--- src/rtl/pcm_port_pkg.sv ---
// Shared types and helpers for the auxiliary PCM port.
// Assumes the longest frame is 128 bit clocks.
package pcm_port_pkg;

    localparam int CNT_W = 7;

    typedef enum logic [1:0] {
        RATIO_32  = 2'b00,
        RATIO_64  = 2'b01,
        RATIO_128 = 2'b10,
        RATIO_ALT = 2'b11
    } ratio_e;

    // Index of the last bit of a frame for a given ratio code.
    function automatic logic [CNT_W-1:0] last_bit_of(input logic [1:0] sel);
        case (ratio_e'(sel))
            RATIO_32:  last_bit_of = CNT_W'(31);
            RATIO_128: last_bit_of = CNT_W'(127);
            default:   last_bit_of = CNT_W'(63);
        endcase
    endfunction

endpackage

--- src/rtl/pcm_bclk_gen.sv ---
// Bit clock generator: divides the master clock so that bclk toggles every
// DIV_HALF cycles. It also gives one-cycle strobes that mark the edges where
// bclk rises or falls. Assumes DIV_HALF >= 2.
module pcm_bclk_gen #(
    parameter int DIV_HALF = 2
) (
    input  logic clk,
    input  logic rst_n,
    output logic bclk,
    output logic rise_evt,
    output logic fall_evt
);
    localparam int DW = (DIV_HALF > 1) ? $clog2(DIV_HALF) : 1;

    logic [DW-1:0] div_q;
    logic          toggle;

    always_comb begin
        toggle   = (div_q == DW'(DIV_HALF - 1));
        rise_evt = toggle & ~bclk;
        fall_evt = toggle & bclk;
    end

    // Divider count and bit clock level.
    always_ff @(posedge clk) begin
        if (!rst_n) begin
            div_q <= '0;
            bclk  <= 1'b0;
        end else if (toggle) begin
            div_q <= '0;
            bclk  <= ~bclk;
        end else begin
            div_q <= div_q + DW'(1);
        end
    end
endmodule

--- src/rtl/pcm_frame_seq.sv ---
// Frame sequencer: counts bit positions within a frame on falling bclk
// strobes and drives lrclk. It works out the slot of the current and the
// next bit, and marks the frame boundary. The ratio is taken only at a
// boundary. Assumes fall_evt is a one-cycle strobe.
module pcm_frame_seq
    import pcm_port_pkg::*;
(
    input  logic             clk,
    input  logic             rst_n,
    input  logic             fall_evt,
    input  logic [1:0]       ratio_sel,
    output logic             lrclk,
    output logic             nxt_lr,
    output logic [CNT_W-1:0] cur_slot,
    output logic [CNT_W-1:0] nxt_slot,
    output logic             frame_end,
    output logic             frame_done
);
    logic [CNT_W-1:0] idx_q, idx_inc, last, half;
    logic [1:0]       act_q;
    logic             at_last;

    // Position decode for the current and the next bit.
    always_comb begin
        last      = last_bit_of(act_q);
        half      = (last >> 1) + CNT_W'(1);
        idx_inc   = idx_q + CNT_W'(1);
        at_last   = (idx_q == last);
        frame_end = fall_evt & at_last;
        nxt_lr    = !at_last && (idx_inc >= half);
        nxt_slot  = at_last ? '0 : (nxt_lr ? idx_inc - half : idx_inc);
        cur_slot  = lrclk ? idx_q - half : idx_q;
    end

    // Bit index, frame clock, active ratio and boundary strobe.
    always_ff @(posedge clk) begin
        if (!rst_n) begin
            idx_q      <= '0;
            lrclk      <= 1'b0;
            act_q      <= 2'b00;
            frame_done <= 1'b0;
        end else begin
            frame_done <= frame_end;
            if (fall_evt) begin
                idx_q <= at_last ? '0 : idx_inc;
                lrclk <= nxt_lr;
                if (at_last) act_q <= ratio_sel;
            end
        end
    end
endmodule

--- src/rtl/pcm_shifter.sv ---
// Data path: holds the core's next output words, shifts the active words
// out MSB first on falling bclk, and captures input bits on rising bclk.
// At the frame boundary it hands the captured words to the core.
// Assumes SAMPLE_W <= 16 (the shortest half frame).
module pcm_shifter
    import pcm_port_pkg::*;
#(
    parameter int SAMPLE_W = 16
) (
    input  logic                clk,
    input  logic                rst_n,
    input  logic                rise_evt,
    input  logic                fall_evt,
    input  logic                frame_end,
    input  logic                lrclk,
    input  logic                nxt_lr,
    input  logic [CNT_W-1:0]    cur_slot,
    input  logic [CNT_W-1:0]    nxt_slot,
    input  logic                sdin,
    input  logic                wr_left,
    input  logic                wr_right,
    input  logic [SAMPLE_W-1:0] wr_data,
    output logic                sdout,
    output logic [SAMPLE_W-1:0] rx_left,
    output logic [SAMPLE_W-1:0] rx_right
);
    localparam int IW = (SAMPLE_W > 1) ? $clog2(SAMPLE_W) : 1;

    logic [SAMPLE_W-1:0] hold_l, hold_r, act_l, act_r, cap_l, cap_r, tx_word;
    logic [IW-1:0]       tx_pos, cap_pos;
    logic                tx_bit, cap_ok;

    // Select the bit to present after the coming falling edge.
    always_comb begin
        tx_word = frame_end ? hold_l : (nxt_lr ? act_r : act_l);
        tx_pos  = IW'(SAMPLE_W - 1) - IW'(nxt_slot);
        tx_bit  = (nxt_slot < CNT_W'(SAMPLE_W)) ? tx_word[tx_pos] : 1'b0;
        cap_pos = IW'(SAMPLE_W - 1) - IW'(cur_slot);
        cap_ok  = (cur_slot < CNT_W'(SAMPLE_W));
    end

    // Holding words written by the core.
    always_ff @(posedge clk) begin
        if (!rst_n) begin
            hold_l <= '0;
            hold_r <= '0;
        end else begin
            if (wr_left)  hold_l <= wr_data;
            if (wr_right) hold_r <= wr_data;
        end
    end

    // Active output words and serial output bit.
    always_ff @(posedge clk) begin
        if (!rst_n) begin
            act_l <= '0;
            act_r <= '0;
            sdout <= 1'b0;
        end else if (fall_evt) begin
            sdout <= tx_bit;
            if (frame_end) begin
                act_l <= hold_l;
                act_r <= hold_r;
            end
        end
    end

    // Input capture and the hand-over of captured words at the boundary.
    always_ff @(posedge clk) begin
        if (!rst_n) begin
            cap_l    <= '0;
            cap_r    <= '0;
            rx_left  <= '0;
            rx_right <= '0;
        end else begin
            if (rise_evt && cap_ok) begin
                if (lrclk) cap_r[cap_pos] <= sdin;
                else       cap_l[cap_pos] <= sdin;
            end
            if (frame_end) begin
                rx_left  <= cap_l;
                rx_right <= cap_r;
            end
        end
    end
endmodule

--- src/rtl/aux_pcm_port.sv ---
// Top of the auxiliary PCM port: the ratio control field, the bit clock
// generator, the frame sequencer and the data path. Assumes the master
// clock is 2*DIV_HALF times the wanted bit rate.
module aux_pcm_port
    import pcm_port_pkg::*;
#(
    parameter int SAMPLE_W = 16,
    parameter int DIV_HALF = 2
) (
    input  logic                clk,
    input  logic                rst_n,
    input  logic                ctl_we,
    input  logic [1:0]          ctl_ratio,
    input  logic                wr_left,
    input  logic                wr_right,
    input  logic [SAMPLE_W-1:0] wr_data,
    output logic [SAMPLE_W-1:0] rx_left,
    output logic [SAMPLE_W-1:0] rx_right,
    output logic                frame_done,
    output logic                bclk,
    output logic                lrclk,
    output logic                sdout,
    input  logic                sdin
);
    logic             rise_evt, fall_evt, frame_end, nxt_lr;
    logic [CNT_W-1:0] cur_slot, nxt_slot;
    logic [1:0]       ratio_q;

    // Ratio field of the control register.
    always_ff @(posedge clk) begin
        if (!rst_n)      ratio_q <= 2'b00;
        else if (ctl_we) ratio_q <= ctl_ratio;
    end

    pcm_bclk_gen #(.DIV_HALF(DIV_HALF)) u_clk (
        .clk      (clk),
        .rst_n    (rst_n),
        .bclk     (bclk),
        .rise_evt (rise_evt),
        .fall_evt (fall_evt)
    );

    pcm_frame_seq u_seq (
        .clk        (clk),
        .rst_n      (rst_n),
        .fall_evt   (fall_evt),
        .ratio_sel  (ratio_q),
        .lrclk      (lrclk),
        .nxt_lr     (nxt_lr),
        .cur_slot   (cur_slot),
        .nxt_slot   (nxt_slot),
        .frame_end  (frame_end),
        .frame_done (frame_done)
    );

    pcm_shifter #(.SAMPLE_W(SAMPLE_W)) u_dp (
        .clk       (clk),
        .rst_n     (rst_n),
        .rise_evt  (rise_evt),
        .fall_evt  (fall_evt),
        .frame_end (frame_end),
        .lrclk     (lrclk),
        .nxt_lr    (nxt_lr),
        .cur_slot  (cur_slot),
        .nxt_slot  (nxt_slot),
        .sdin      (sdin),
        .wr_left   (wr_left),
        .wr_right  (wr_right),
        .wr_data   (wr_data),
        .sdout     (sdout),
        .rx_left   (rx_left),
        .rx_right  (rx_right)
    );
endmodule

--- config.mk ---
export PLATFORM = sky130hd
export DESIGN_NAME = aux_pcm_port
export DESIGN_NICKNAME = d
export VERILOG_FILES = /design/src/rtl/pcm_port_pkg.sv /design/src/rtl/pcm_bclk_gen.sv /design/src/rtl/pcm_frame_seq.sv /design/src/rtl/pcm_shifter.sv /design/src/rtl/aux_pcm_port.sv
export SDC_FILE = /design/constraint.sdc
export NUM_CORES = 1
export LEC_CHECK = 0
export BUFFER_PORTS_ARGS = -buffer_cell sky130_fd_sc_hd__buf_4
export CELL_PAD_IN_SITES_DETAIL_PLACEMENT = 0
export CELL_PAD_IN_SITES_GLOBAL_PLACEMENT = 2
export CORE_MARGIN = 4
export CORE_UTILIZATION = 37
export DETAILED_ROUTE_END_ITERATION = 10
export HOLD_SLACK_MARGIN = 0.06
export PLACE_DENSITY_LB_ADDON = 0.12
export SLEW_MARGIN = 20
export SYNTH_ARGS = -nofsm -noshare
export SYNTH_HDL_FRONTEND = slang
export SYNTH_HIERARCHICAL = 1
export SYNTH_SLANG_ARGS = --single-unit
--- constraint.sdc ---
create_clock -name clk -period 4.5 [get_ports clk]
set_input_delay 0.225 -clock clk [delete_from_list [all_inputs] [get_ports clk]]
set_output_delay 0.225 -clock clk [all_outputs]
set_load 0.01 [all_outputs]
Word-level counts from Yosys, hierarchy flattened
Cells that the tools add are included.
- flip-flop bits (word level): 144
- latch bits: 0
- RAM bits: 0
- memory bits (read-only): 0
- input bits: 24
- output and inout port bits: 36
- logic and storage cells: 61
- memories kept: 0
- $add $sub $neg: 7
- multipliers: 0
- div/mod/pow operators: 0
- $lt $le $gt $ge: 6
- equality and inequality tests: 2
- shifts and indexed selects: 0
- muxes and demuxes: 14
- bitwise gates (word level): 6
- reductions and logical operators: 10
- operators with widths (cell ; count):
    $bwmux 16 ; 2
    $mux 16 ; 2
    $mux 7 ; 4
    $lt 7x5->1 const B ; 2
    $pmux 7 s2 ; 1
    $sub 7x7->7 ; 2
    $lt 4x5->1 const B ; 2
    $reduce_and 2->1 ; 4
    $sub 4x4->4 const A ; 2
    $add 6x1->7 const B ; 1
    $add 7x1->7 const B ; 1
    $eq 7x7->1 ; 1
    $ge 7x7->1 ; 1
    $bmux 1 s4 ; 1
    $demux 1 s4 ; 1
    $ge 4x1->1 const B ; 1
    $and 1x1->1 ; 3
    $logic_and 1x1->1 ; 3
    $mux 1 ; 3
    $not 1->1 ; 3
    $eq 2x2->1 const B ; 1
    $logic_not 2->1 ; 1
    $reduce_or 2->1 ; 1
    $add 1x1->1 const B ; 1
    $logic_not 1->1 ; 1

Longest topological paths before layout
Gate-level depths: netlist (run 1).
- word-level depth: 11
- mapped depth: 15
- gate-level depth less buffers: 14

By module
Netlist (run 1), hierarchy kept.
- modules (own cells, without submodules) (module ; instances ; cells each ; area each (um^2) ; sequential area each (um^2)):
    pcm_shifter ; 1 ; 595 ; 5572.8 ; 2582.5
    pcm_frame_seq ; 1 ; 119 ; 964.7 ; 220.2
    pcm_bclk_gen ; 1 ; 7 ; 73.8 ; 40.0
    aux_pcm_port ; 1 ; 6 ; 72.6 ; 40.0

Worst setup path after synthesis (run 1)
OpenSTA, ideal clock, no wires.
- kind: reg-to-reg
- start point: reg u_seq.act_q[0]
- end point: reg u_dp.cap_l[7]
- setup time: 116 ps
- arrival: 3232 ps
- required time: 4384 ps
- slack: 1152 ps
- cell stages (with the launch flop): 15
- buffers on the path: 3
- clock period less this slack: 3348 ps
- path through: dfxtp_1 > buf_6 > or2_2 > ha_1 > o21ai_0 > and3_1 > o21ai_1 > xnor2_1 > or4b_1 > buf_2 > or4b_4 > buf_6 > nor3_4 > mux2i_1 > nor2b_1
- longest elaborated chain between the ends: 8
- elaborated cells between the ends (all ways): 9
- classes of those cells: 2 x add/sub; 1 x order compare; 1 x eq/ne; 2 x mux; 3 x reduce/logical
- RTL lines (element ; RTL line ; source):
    start, declared ; pcm_frame_seq.sv:20 ; logic [1:0] act_q;
    start signal, assigned ; pcm_frame_seq.sv:47 ; if (at_last) act_q <= ratio_sel;
    $eq 2x2->1 or $logic_not 2->1 (tied branches) ; pcm_port_pkg.sv:16 ; case (ratio_e'(sel))
    $pmux 7 s2 * ; pcm_port_pkg.sv:16 ;
    $add 6x1->7 * ; pcm_frame_seq.sv:26 ; half = (last >> 1) + CNT_W'(1);
    $sub 7x7->7 * ; pcm_frame_seq.sv:32 ; cur_slot = lrclk ? idx_q - half : idx_q;
    $mux 7 * ; pcm_frame_seq.sv:32 ;
    net cur_slot[6] ; aux_pcm_port.sv:26 ; logic [CNT_W-1:0] cur_slot, nxt_slot;
    $lt 7x5->1 * ; pcm_shifter.sv:39 ; cap_ok = (cur_slot < CNT_W'(SAMPLE_W));
    $logic_and 1x1->1 * ; pcm_shifter.sv:76 ; if (rise_evt && cap_ok) begin
    $reduce_and 2->1 (no line) * ; - ;
    end signal, assigned by index ; pcm_shifter.sv:78 ; else cap_l[cap_pos] <= sdin;
    end, declared ; pcm_shifter.sv:29 ; logic [SAMPLE_W-1:0] hold_l, hold_r, act_l, act_r, cap_l, cap_r, tx_word;
The timed path passes the listed nets; every way through them passes the cells marked *.
A chain may end at the register's enable or synchronous reset.

Final worst setup path (run 1)
- start point: reg u_seq.act_q[0]
- end point: reg u_dp.cap_r[4]
- longest elaborated chain between the ends: 8
- elaborated cells between the ends (all ways): 9
- classes of those cells: 2 x add/sub; 1 x order compare; 1 x eq/ne; 2 x mux; 3 x reduce/logical
- RTL lines (element ; RTL line ; source):
    $eq 2x2->1 or $logic_not 2->1 (tied branches) ; pcm_port_pkg.sv:16 ;
    $pmux 7 s2 * ; pcm_port_pkg.sv:16 ;
    $add 6x1->7 * ; pcm_frame_seq.sv:26 ;
    $sub 7x7->7 * ; pcm_frame_seq.sv:32 ;
    $mux 7 * ; pcm_frame_seq.sv:32 ;
    net cur_slot[6] ; aux_pcm_port.sv:26 ;
    $lt 7x5->1 * ; pcm_shifter.sv:39 ;
    $logic_and 1x1->1 * ; pcm_shifter.sv:76 ;
    $reduce_and 2->1 (no line) * ; - ;
    end signal, assigned by index ; pcm_shifter.sv:77 ; if (lrclk) cap_r[cap_pos] <= sdin;
    end, declared ; pcm_shifter.sv:29 ;
Marked as above.

==> results of run 1 <==
worst reg2reg max path, cell delays in order, from the launching register on:
cell and delay, ps:
dfxtp_1 400, or2_2 350, ha_1 310, o21ai_0 310, and3_1 200, o21ai_1 70
xnor2_1 150, or4b_1 700, nor4b_2 740, nand3_1 180, mux2i_1 170, nor2b_1 50
through the flow:
stage | util [%] | hold WS, ps | total power, mW
global placement | 41.20 | 435.0 | 1.513
finish | 44.96 | 83.64 | 2.992
floorplan | - | 342.5 | 1.466
CTS | 44.95 | 60.80 | 3.044
global route | 44.96 | 68.58 | 3.115
detailed placement | 41.20 | 450.3 | 1.516
final timing paths:
kind | startpoint | end | cells after the start
max | u_seq/act_q[0]$_SDFFE_PN0P_ | u_dp/cap_r[4]$_SDFFE_PN0P_ | 11
min | wr_data[7] | u_dp/hold_r[7]$_SDFFE_PN0P_ | 3
max reg2reg | u_seq/act_q[0]$_SDFFE_PN0P_ | u_dp/cap_r[4]$_SDFFE_PN0P_ | 11
min reg2reg | u_dp/act_l[4]$_SDFFE_PN0P_ | u_dp/act_l[4]$_SDFFE_PN0P_ | 2
flip-flops by register name, indices dropped and copies added (netlist names):
register / cells
u_dp/rx_left: 16
u_dp/hold_l: 16
u_clk/div_q: 1
u_seq/act_q: 2
u_clk/bclk: 1
u_seq/frame_done: 1
u_dp/cap_r: 16
u_dp/sdout: 1
u_dp/rx_right: 16
ratio_q: 2
u_dp/act_r: 16
u_dp/cap_l: 16
u_dp/hold_r: 16
u_seq/idx_q: 7
u_dp/act_l: 16
u_seq/lrclk: 1
timing repair:
item	CTS	global route
endpoints found under the setup margin	0	0
hold endpoints to repair	3	0
hold buffers	2	0
power by group:
part	switching [mW]	leakage, nW	internal (mW)
logic	0.0872	1.42	0.0806
clock network	0.547	0.310	0.959
registers	0.0209	1.17	1.30
area by class of cell:
cell class                      instances  area (um^2)
Tap cell                              225        281.5
Multi-Input combinational cell        510         3491
Sequential cell                       144         2883
Clock inverter                         13        181.4
Inverter                               16        60.06
Timing Repair Buffer                   67        508.0
Clock buffer                           19        452.9
Fill cell                            1701         9619
layer usage:
metal / vias to the layer above / part of all wire [%] / track usage (%)
met4: 0 / 1.0 / 4.652
met2: 56 / 46 / 23.60
met1: 2347 / 50 / 20.84
li1: 2518 / - / -
met3: 10 / 2.9 / 3.461
met5: - / 0 / 0
synthesized netlist by cell type, drive strengths merged (6+ instances only):
master | number | area share [%]
dfxtp | 144 | 43
nand2 | 114 | 6.4
mux2i | 94 | 14
nor2b | 84 | 7.9
a21boi | 58 | 6.5
clkbuf | 36 | 2.1
nand3 | 26 | 1.9
o21ai | 22 | 1.7
buf | 21 | 1.8
nor2 | 20 | 1.1
inv | 16 | 0.90
nor3 | 8 | 0.84
ha | 7 | 1.3
a21oi | 6 | 0.45
nand2b | 6 | 0.56
kinds of logic (layout without fill, tap and decap cells):
kind of cell / count (synthesis) / in the layout / share of synthesized area [%]
AO/OA/AOI/OAI: 109 / 109 / 11.89
XOR/XNOR: 8 / 8 / 1.048
adder cells (fa/ha/maj): 7 / 7 / 1.310
buffers and inverters: 73 / 115 / 4.717
flip-flops: 144 / 144 / 43.13
multiplexers: 97 / 97 / 15.09
AND/OR/NAND/NOR: 289 / 289 / 22.82
placed cells by master (no fill, tap or decap), drive strengths merged, types with 3 or more instances in the layout:
master / instances
clkinv: 4
ha: 7
mux2i: 94
nor2: 20
or4: 3
o21ai: 22
inv: 19
nor4b: 3
nand3b: 3
a21oi: 6
xnor2: 5
buf: 65
nand2: 114
and2: 5
clkbuf: 19
a21boi: 58
nor3: 8
bufinv: 4
nand3: 26
o21a: 5
xor2: 3
or4b: 3
a211oi: 3
dfxtp: 144
nand2b: 6
mux4: 3
nor2b: 84
==> impl_metrics.json, run 1 <==
{
  "clock_path_buffers": 2,
  "dp.cells": 960,
  "r2r_setup_slack_ps": 760,
  "pin_count": 60,
  "netlist_area_um2": 6684,
  "syn-num-nets": 758,
  "clkSinkCount": 144,
  "slew_viol_final": 0,
  "grt_pass1_vias": 4790,
  "syn_to_final_growth_pct": 17.56,
  "ys_ff_latch": 144,
  "cp_max_fo": 9,
  "design_area_um2": 7858,
  "vias_per_cell": 4.961,
  "initial_core_util_pct": 38.24,
  "finalCriticalPeriod_ps": 3742,
  "cp_num_buf_inv": 0,
  "cts_resized": 0,
  "setup_viol": 0,
  "final_layout_size_suffix_gt1_share_pct": 15.34,
  "maxCapViolations": 0,
  "grt_first_pass_wirelength_mm": 24.70,
  "hold_path_class": "input pin to flip-flop",
  "cp.required_ps": 4810,
  "outcome": "finished, final reports clean",
  "fin_skew_ps": 8.448,
  "rows": 48,
  "cts_tree": "done",
  "seq_area_frac_synth_pct": 43.13,
  "clkSlewWorstSetupHoldPaths_ps": 60,
  "endpoint_kind": "flip-flop",
  "synthCells": 727,
  "startpoint_type": "flip-flop",
  "io_buffer_count": 59,
  "vias": 4931,
  "cp_cell_sequence": "or2_2 -> ha_1 -> o21ai_0 -> and3_1 -> o21ai_1 -> xnor2_1 -> or4b_1 -> nor4b_2 -> nand3_1 -> mux2i_1 -> nor2b_1",
  "fp.dieArea_um2": 20280,
  "drt_iter0_drc": 284,
  "clock_latency_ps": 410,
  "nNetsFinal": 787,
  "ant_nets": 0,
  "crit_type": "flip-flop to flip-flop",
  "synth.distinct_cells": 59,
  "vdd_ir_drop_max_uv": 266.5,
  "rsz0062_at_grt": "false",
  "worst_slew_pin_slew_ps": 746.2,
  "grt_usage_pct": 15.10,
  "synth_area_per_cell_um2": 9.194,
  "worst_slack_ps": 757.7,
  "place_hpwl_mm": 10.01,
  "async_flop_share_pct": 0,
  "min_period_over_period_pct": 83.16,
  "power_density_nw_per_um2": 380.8,
  "core_um2": 17480,
  "cp_slowest_cell": "nor4b_2",
  "ys.flop_type": "dfxtp_1",
  "critPathMaxStageDelay_ps": 730,
  "drc": 0,
  "max_freq_mhz": 267.2,
  "gp_congestion": 0.8083,
  "numCtsBuffers": 17,
  "cp_top_family": "simple AND/OR/NAND/NOR gates",
  "leakage_nw": 2.896,
  "die_w_um": 142.4,
  "placed_cell_area_um2": 7201,
  "wl_per_cell_um": 14.85,
  "tns_ps": 0,
  "place_ws_ps": 764.2,
  "gr-total-overflow": 0,
  "antenna_found_initial": 0,
  "antenna_cells": 0,
  "cts-root-buf": "clkbuf_16",
  "totalWireLength_mm": 14.76,
  "cts_setup_buffers": 0,
  "die_y_um": 142.4,
  "crit_arrival_ps": 4050,
  "grt_max_degree": 85,
  "final_cells": 994,
  "yosysWarnings": 6,
  "synth_edf_count": 0,
  "hold_viol_final": 0,
  "slew_headroom_pct": 50.12,
  "htreeDepth": 4,
  "firstDrtPassIters": 4
}
No activity file was read; power rests on OpenSTA's default activity.
==> run 2, diff against run 1 <==
Settings changed: CORE_UTILIZATION 37 to 34.
Clock period 4.5 ns to 3.4 ns, I/O delays scaled along.
==> impl_metrics.json, run 2 (synthesized netlist as in run 1, its figures left out) <==
{
  "hold_slack_ps": 193.2,
  "maxCapViolations": 0,
  "totalPowerFinal_mw": 4.116,
  "rows": 51,
  "holdPathEnd": "u_dp/cap_l[2]$_SDFFE_PN0P_",
  "core_um2": 19400,
  "htreeDepth": 4,
  "endpoint_kind": "flip-flop",
  "comb_power_share_pct": 6.5,
  "power.internal_mw": 3.235,
  "gr-total-overflow": 0,
  "design_area_um2": 8366,
  "cp.required_ps": 3750,
  "dp.cells": 1026,
  "grt_pass1_vias": 5051,
  "gp_congestion": 0.7566,
  "setup_viol": 0,
  "power_density_nw_per_um2": 492.0,
  "reg2reg_from": "u_seq/idx_q[0]$_SDFFE_PN0P_",
  "cp_top_family": "simple AND/OR/NAND/NOR gates",
  "r2r_end": "u_dp/sdout$_SDFFE_PN0P_",
  "hold_path_class": "input pin to flip-flop",
  "die_y_um": 148.2,
  "final_cells": 1078,
  "r2r_setup_slack_ps": 160,
  "vias": 5095,
  "clkSinkCount": 144,
  "place_hpwl_mm": 10.40,
  "clkSlewWorstSetupHoldPaths_ps": 60,
  "crit_arrival_ps": 3590,
  "firstDrtPassIters": 5,
  "power_frac_seq_pct": 42.3,
  "min_period_over_period_pct": 95.39,
  "antenna_found_initial": 0,
  "placed_cell_area_um2": 7458,
  "wl_per_cell_um": 14.48,
  "rsz0062_at_grt": "false",
  "grt_use_met1_pct": 19.93,
  "hp-start": "sdin",
  "final_layout_size_suffix_gt1_share_pct": 18.33,
  "outcome": "finished, final reports clean",
  "cts-root-buf": "clkbuf_16",
  "hold_depth": 3,
  "finalCriticalPeriod_ps": 3243,
  "fp.dieArea_um2": 21970,
  "power_switching_mw": 0.8816,
  "hold_viol_final": 0,
  "clkPwrFrac_pct": 51.2,
  "tns_ps": 0,
  "numCtsBuffers": 17,
  "vias_per_cell": 4.726,
  "cp_cell_sequence": "ha_1 -> and4_1 -> nand2_1 -> xnor2_2 -> ha_2 -> or4_1 -> and3_1 -> o21a_1 -> nor4b_2 -> buf_4 -> o2111ai_1 -> a21oi_1 -> o221a_2",
  "io_buffer_count": 59,
  "slew_headroom_pct": 32.15,
  "final_cell_mix": "dfxtp_1, nand2_1, mux2i_1, buf_4, nor2b_1",
  "cp_num_buf_inv": 1,
  "nNetsFinal": 831,
  "cp_slowest_cell": "or4_1",
  "startpoint_type": "flip-flop",
  "grt_usage_pct": 14.60,
  "slew_viol_final": 0,
  "swShare_pct": 21.42,
  "initial_core_util_pct": 34.46,
  "mostFrequentLayoutCell": "dfxtp_1",
  "cts_tree": "done",
  "clock_latency_ps": 410,
  "ant_nets": 0,
  "grt_max_degree": 118,
  "use_met2_pct": 23.16,
  "syn_to_final_growth_pct": 25.16,
  "die_w_um": 148.2,
  "vdd_ir_drop_max_uv": 327.3,
  "grt_first_pass_wirelength_mm": 26.18,
  "worst_slew_pin_slew_ps": 1018,
  "totalWireLength_mm": 15.61,
  "critPathMaxStageDelay_ps": 490,
  "drt_iter0_drc": 200,
  "grt_util_met3_pct": 2.864,
  "worst_slack_ps": 156.7,
  "max_freq_mhz": 308.3,
  "reg2reg_depth": 13,
  "grt_most_used_layer": "met2",
  "fill_cells": 1977,
  "pin_count": 60,
  "crit_type": "flip-flop to flip-flop",
  "place_ws_ps": 55.04,
  "final_util_pct": 43.12,
  "drc": 0,
  "cp_max_fo": 5,
  "clock_path_buffers": 2,
  "antenna_cells": 0,
  "leakage_nw": 3.127,
  "fin_skew_ps": 7.869
}
## run 2: changes by cell type in the layout (fill, tap and decap cells not counted), moves of 2 or more
cell,change
buf_4,+25
dlygate4sd3_1,+18
bufinv_16,+2
clkbuf_1,+2
clkbuf_8,-2
clkinv_2,-2
clkinv_4,+2
## run 2: worst max-delay path by stage
stage                                           start                          to  slack, ps  cells past startpoint
after floorplan           u_seq/act_q[0]$_SDFFE_PN0P_  u_dp/cap_l[7]$_SDFFE_PN0P_         50                     14
after CTS                 u_seq/act_q[1]$_SDFFE_PN0P_  u_dp/cap_r[6]$_SDFFE_PN0P_         20                     12
final                     u_seq/idx_q[0]$_SDFFE_PN0P_     u_dp/sdout$_SDFFE_PN0P_        160                     13
after detailed placement  u_seq/act_q[1]$_SDFFE_PN0P_  u_dp/cap_r[6]$_SDFFE_PN0P_         60                     12
after global routing      u_seq/idx_q[0]$_SDFFE_PN0P_     u_dp/sdout$_SDFFE_PN0P_          4                     13
after global placement    u_seq/act_q[1]$_SDFFE_PN0P_  u_dp/cap_l[7]$_SDFFE_PN0P_        120                     11
## run 2: layout make-up
type                    count  area, um^2  area share, %
clock buffers              19       432.9          5.175
multi-input cells         510        3528          42.18
repair buffers            111       895.9          10.71
clock inverters            13       232.7          2.782
well taps                 265       331.6          3.964
inverters                  16       60.06         0.7179
flip-flops and latches    144        2884          34.48
## run 2: routing by layer
metal | vias up | wire length, um
met4 | 0 | 189
li1 | 2604 | -
met1 | 2409 | 7742
met5 | - | 0
met3 | 11 | 419
met2 | 71 | 7258
## run 2: power groups by stage
stage	combinational [mW]	sequential [mW]	clock (mW)
after floorplan	0.172	1.77	0
after global placement	0.242	1.78	0
after detailed placement	0.246	1.78	0
after CTS	0.266	1.74	2.18
after global routing	0.293	1.74	2.25
final	0.267	1.74	2.11
## run 2: what timing repair did
action | in CTS | in global routing
setup buffers | 0 | 0
resized for setup | 0 | 10
endpoints found under the hold margin | 34 | 0
endpoints found under the setup margin | 0 | 30
hold buffers | 20 | 0
## run 2: worst min-delay path, cell delays in order
cell,delay (ps)
buf_4,230
nand2_1,90
a21boi_0,60
==> run 3, diff against run 2 <==
Settings changed: CORE_UTILIZATION 34 to 35, CTS_BUF_LIST set to sky130_fd_sc_hd__clkbuf_2, HOLD_SLACK_MARGIN 0.06 to not set.
==> impl_metrics.json, run 3 (synthesized netlist as in run 1, its figures left out) <==
{
  "finalCriticalPeriod_ps": 3310,
  "swShare_pct": 25.68,
  "grt_max_degree": 74,
  "cp_slowest_cell": "or4_4",
  "final_layout_size_suffix_gt1_share_pct": 19.71,
  "place_hpwl_mm": 10.37,
  "reg2reg_from": "u_seq/idx_q[2]$_SDFFE_PN0P_",
  "hp-start": "wr_data[0]",
  "cp_max_fo": 7,
  "clock_latency_ps": 710,
  "numCtsBuffers": 17,
  "leakage_nw": 3.105,
  "clkSinkCount": 144,
  "pin_count": 60,
  "reg2reg_depth": 13,
  "startpoint": "u_seq/idx_q[2]$_SDFFE_PN0P_",
  "syn_to_final_growth_pct": 23.64,
  "final_cells": 1077,
  "grt_usage_pct": 15.23,
  "totalWireLength_mm": 16.00,
  "rows": 50,
  "grt_first_pass_wirelength_mm": 26.79,
  "drc": 0,
  "tns_ps": 0,
  "core_um2": 18770,
  "r2r_end": "u_dp/sdout$_SDFFE_PN0P_",
  "power_switching_mw": 0.8175,
  "ant_nets": 0,
  "hold_path_class": "input pin to flip-flop",
  "dp.cells": 995,
  "cp_cell_sequence": "nand3_1 -> o21a_1 -> or2_2 -> ha_4 -> o21a_1 -> o21a_1 -> o21ai_2 -> clkinvlp_4 -> mux2i_1 -> a22o_1 -> or4_4 -> nand3_1 -> o221a_2",
  "power.internal_mw": 2.366,
  "gr-total-overflow": 0,
  "vias": 5261,
  "hold_depth": 4,
  "power_density_nw_per_um2": 385.2,
  "drt_iter0_drc": 233,
  "hold_slack_ps": 270.0,
  "slew_headroom_pct": 58.09,
  "comb_power_share_pct": 9.6,
  "gp_congestion": 0.7711,
  "slew_viol_final": 0,
  "nNetsFinal": 860,
  "vdd_ir_drop_max_uv": 184.4,
  "critPathMaxStageDelay_ps": 480,
  "mostFrequentLayoutCell": "dfxtp_1",
  "cp.required_ps": 4060,
  "worst_slew_pin_slew_ps": 627.4,
  "wl_per_cell_um": 14.86,
  "cts-root-buf": "clkbuf_2",
  "grt_pass1_vias": 5287,
  "hold_viol_final": 0,
  "cts_tree": "done",
  "fin_skew_ps": 25.22,
  "holdPathEnd": "u_dp/hold_r[0]$_SDFFE_PN0P_",
  "crit_arrival_ps": 3970,
  "crit_type": "flip-flop to flip-flop",
  "setup_viol": 0,
  "final_cell_mix": "dfxtp_1, nand2_1, buf_4, mux2i_1, nor2b_1",
  "clkPwrFrac_pct": 35.6,
  "rsz0062_at_grt": "true",
  "die_y_um": 146.2,
  "io_buffer_count": 59,
  "die_w_um": 146.2,
  "outcome": "finished, final reports clean",
  "firstDrtPassIters": 4,
  "initial_core_util_pct": 35.61,
  "clock_path_buffers": 2,
  "power_frac_seq_pct": 54.8,
  "timing.critical_path.mode_cell": "o21a_1",
  "fp.dieArea_um2": 21370,
  "antenna_found_initial": 1,
  "htreeDepth": 4,
  "maxCapViolations": 0,
  "vias_per_cell": 4.885,
  "r2r_setup_slack_ps": 90,
  "clkSlewWorstSetupHoldPaths_ps": 220,
  "startpoint_type": "flip-flop",
  "min_period_over_period_pct": 97.35,
  "max_freq_mhz": 302.1,
  "endpoint_kind": "flip-flop"
}
## run 3: changes by cell type in the layout (fill, tap and decap cells not counted), moves of 4 or more
cell           previous run  this run
dfxtp_1                 143       139
clkbuf_2                  0        17
dlygate4sd3_1            20        40
buf_4                    90        97
clkbuf_16                17         0
## run 3: power groups by stage
stage	Combinational [mW]	Clock, mW	Sequential (mW)
5_1_grt	0.335	1.25	1.75
2_1_floorplan	0.172	0	1.77
4_1_cts	0.294	1.18	1.74
3_5_place_dp	0.245	0	1.78
6_report	0.306	1.13	1.74
3_3_place_gp	0.242	0	1.78
## run 3: worst max-delay path: cells and delay by family, from the launching register on
family / cells / cell delay [ps]
simple gates: 4 / 1020
buf+inv: 1 / 220
fa+ha+maj: 1 / 250
flops: 1 / 400
compound gates: 6 / 1210
mux: 1 / 170
## run 3: worst max-delay path by stage
stage | end | slack (ps) | cells past startpoint
after global placement | u_dp/sdout$_SDFFE_PN0P_ | 20 | 14
after global routing | u_dp/sdout$_SDFFE_PN0P_ | -50 | 13
final | u_dp/sdout$_SDFFE_PN0P_ | 90 | 13
after CTS | u_dp/sdout$_SDFFE_PN0P_ | 10 | 14
after detailed placement | u_dp/sdout$_SDFFE_PN0P_ | 10 | 14
after floorplan | u_dp/cap_l[7]$_SDFFE_PN0P_ | 50 | 14
## run 3: repair_timing
item / in CTS / in global routing
pin swaps: 0 / 5
setup buffers: 4 / 5
hold endpoints to repair: 103 / 0
hold buffers: 40 / 0
gates resized for setup: 3 / 21
setup endpoints to repair: 3 / 16
## run 3: area by class of cell
type	instances	area, um^2
Tap cell	234	292.8
Sequential cell	144	2892
Antenna cell	1	2.502
Timing Repair Buffer	140	1184
Clock inverter	15	191.4
Fill cell	1879	10500
Clock buffer	17	85.08
Inverter	16	63.81
Multi-Input combinational cell	510	3553
## run 3: stage by stage
stage	worst slack (ps)	total power, mW	instance area, um^2	util [%]
final	90.01	3.183	8264	44.03
after global routing	-49.97	3.333	8264	44.03
after CTS	10.35	3.221	8135	43.35
after detailed placement	13.34	2.022	7420	39.53
after global placement	21.38	2.019	7420	39.53
after floorplan	51.93	1.941	6684	-
## run 3: metal layers
layer | wire length [um] | global-route usage, % | vias up
met1 | 7805 | 20.37 | 2508
met3 | 403 | 3.414 | 17
met5 | 0 | 0 | -
met2 | 7570 | 24.80 | 69
met4 | 223 | 4.327 | 0
li1 | - | - | 2667
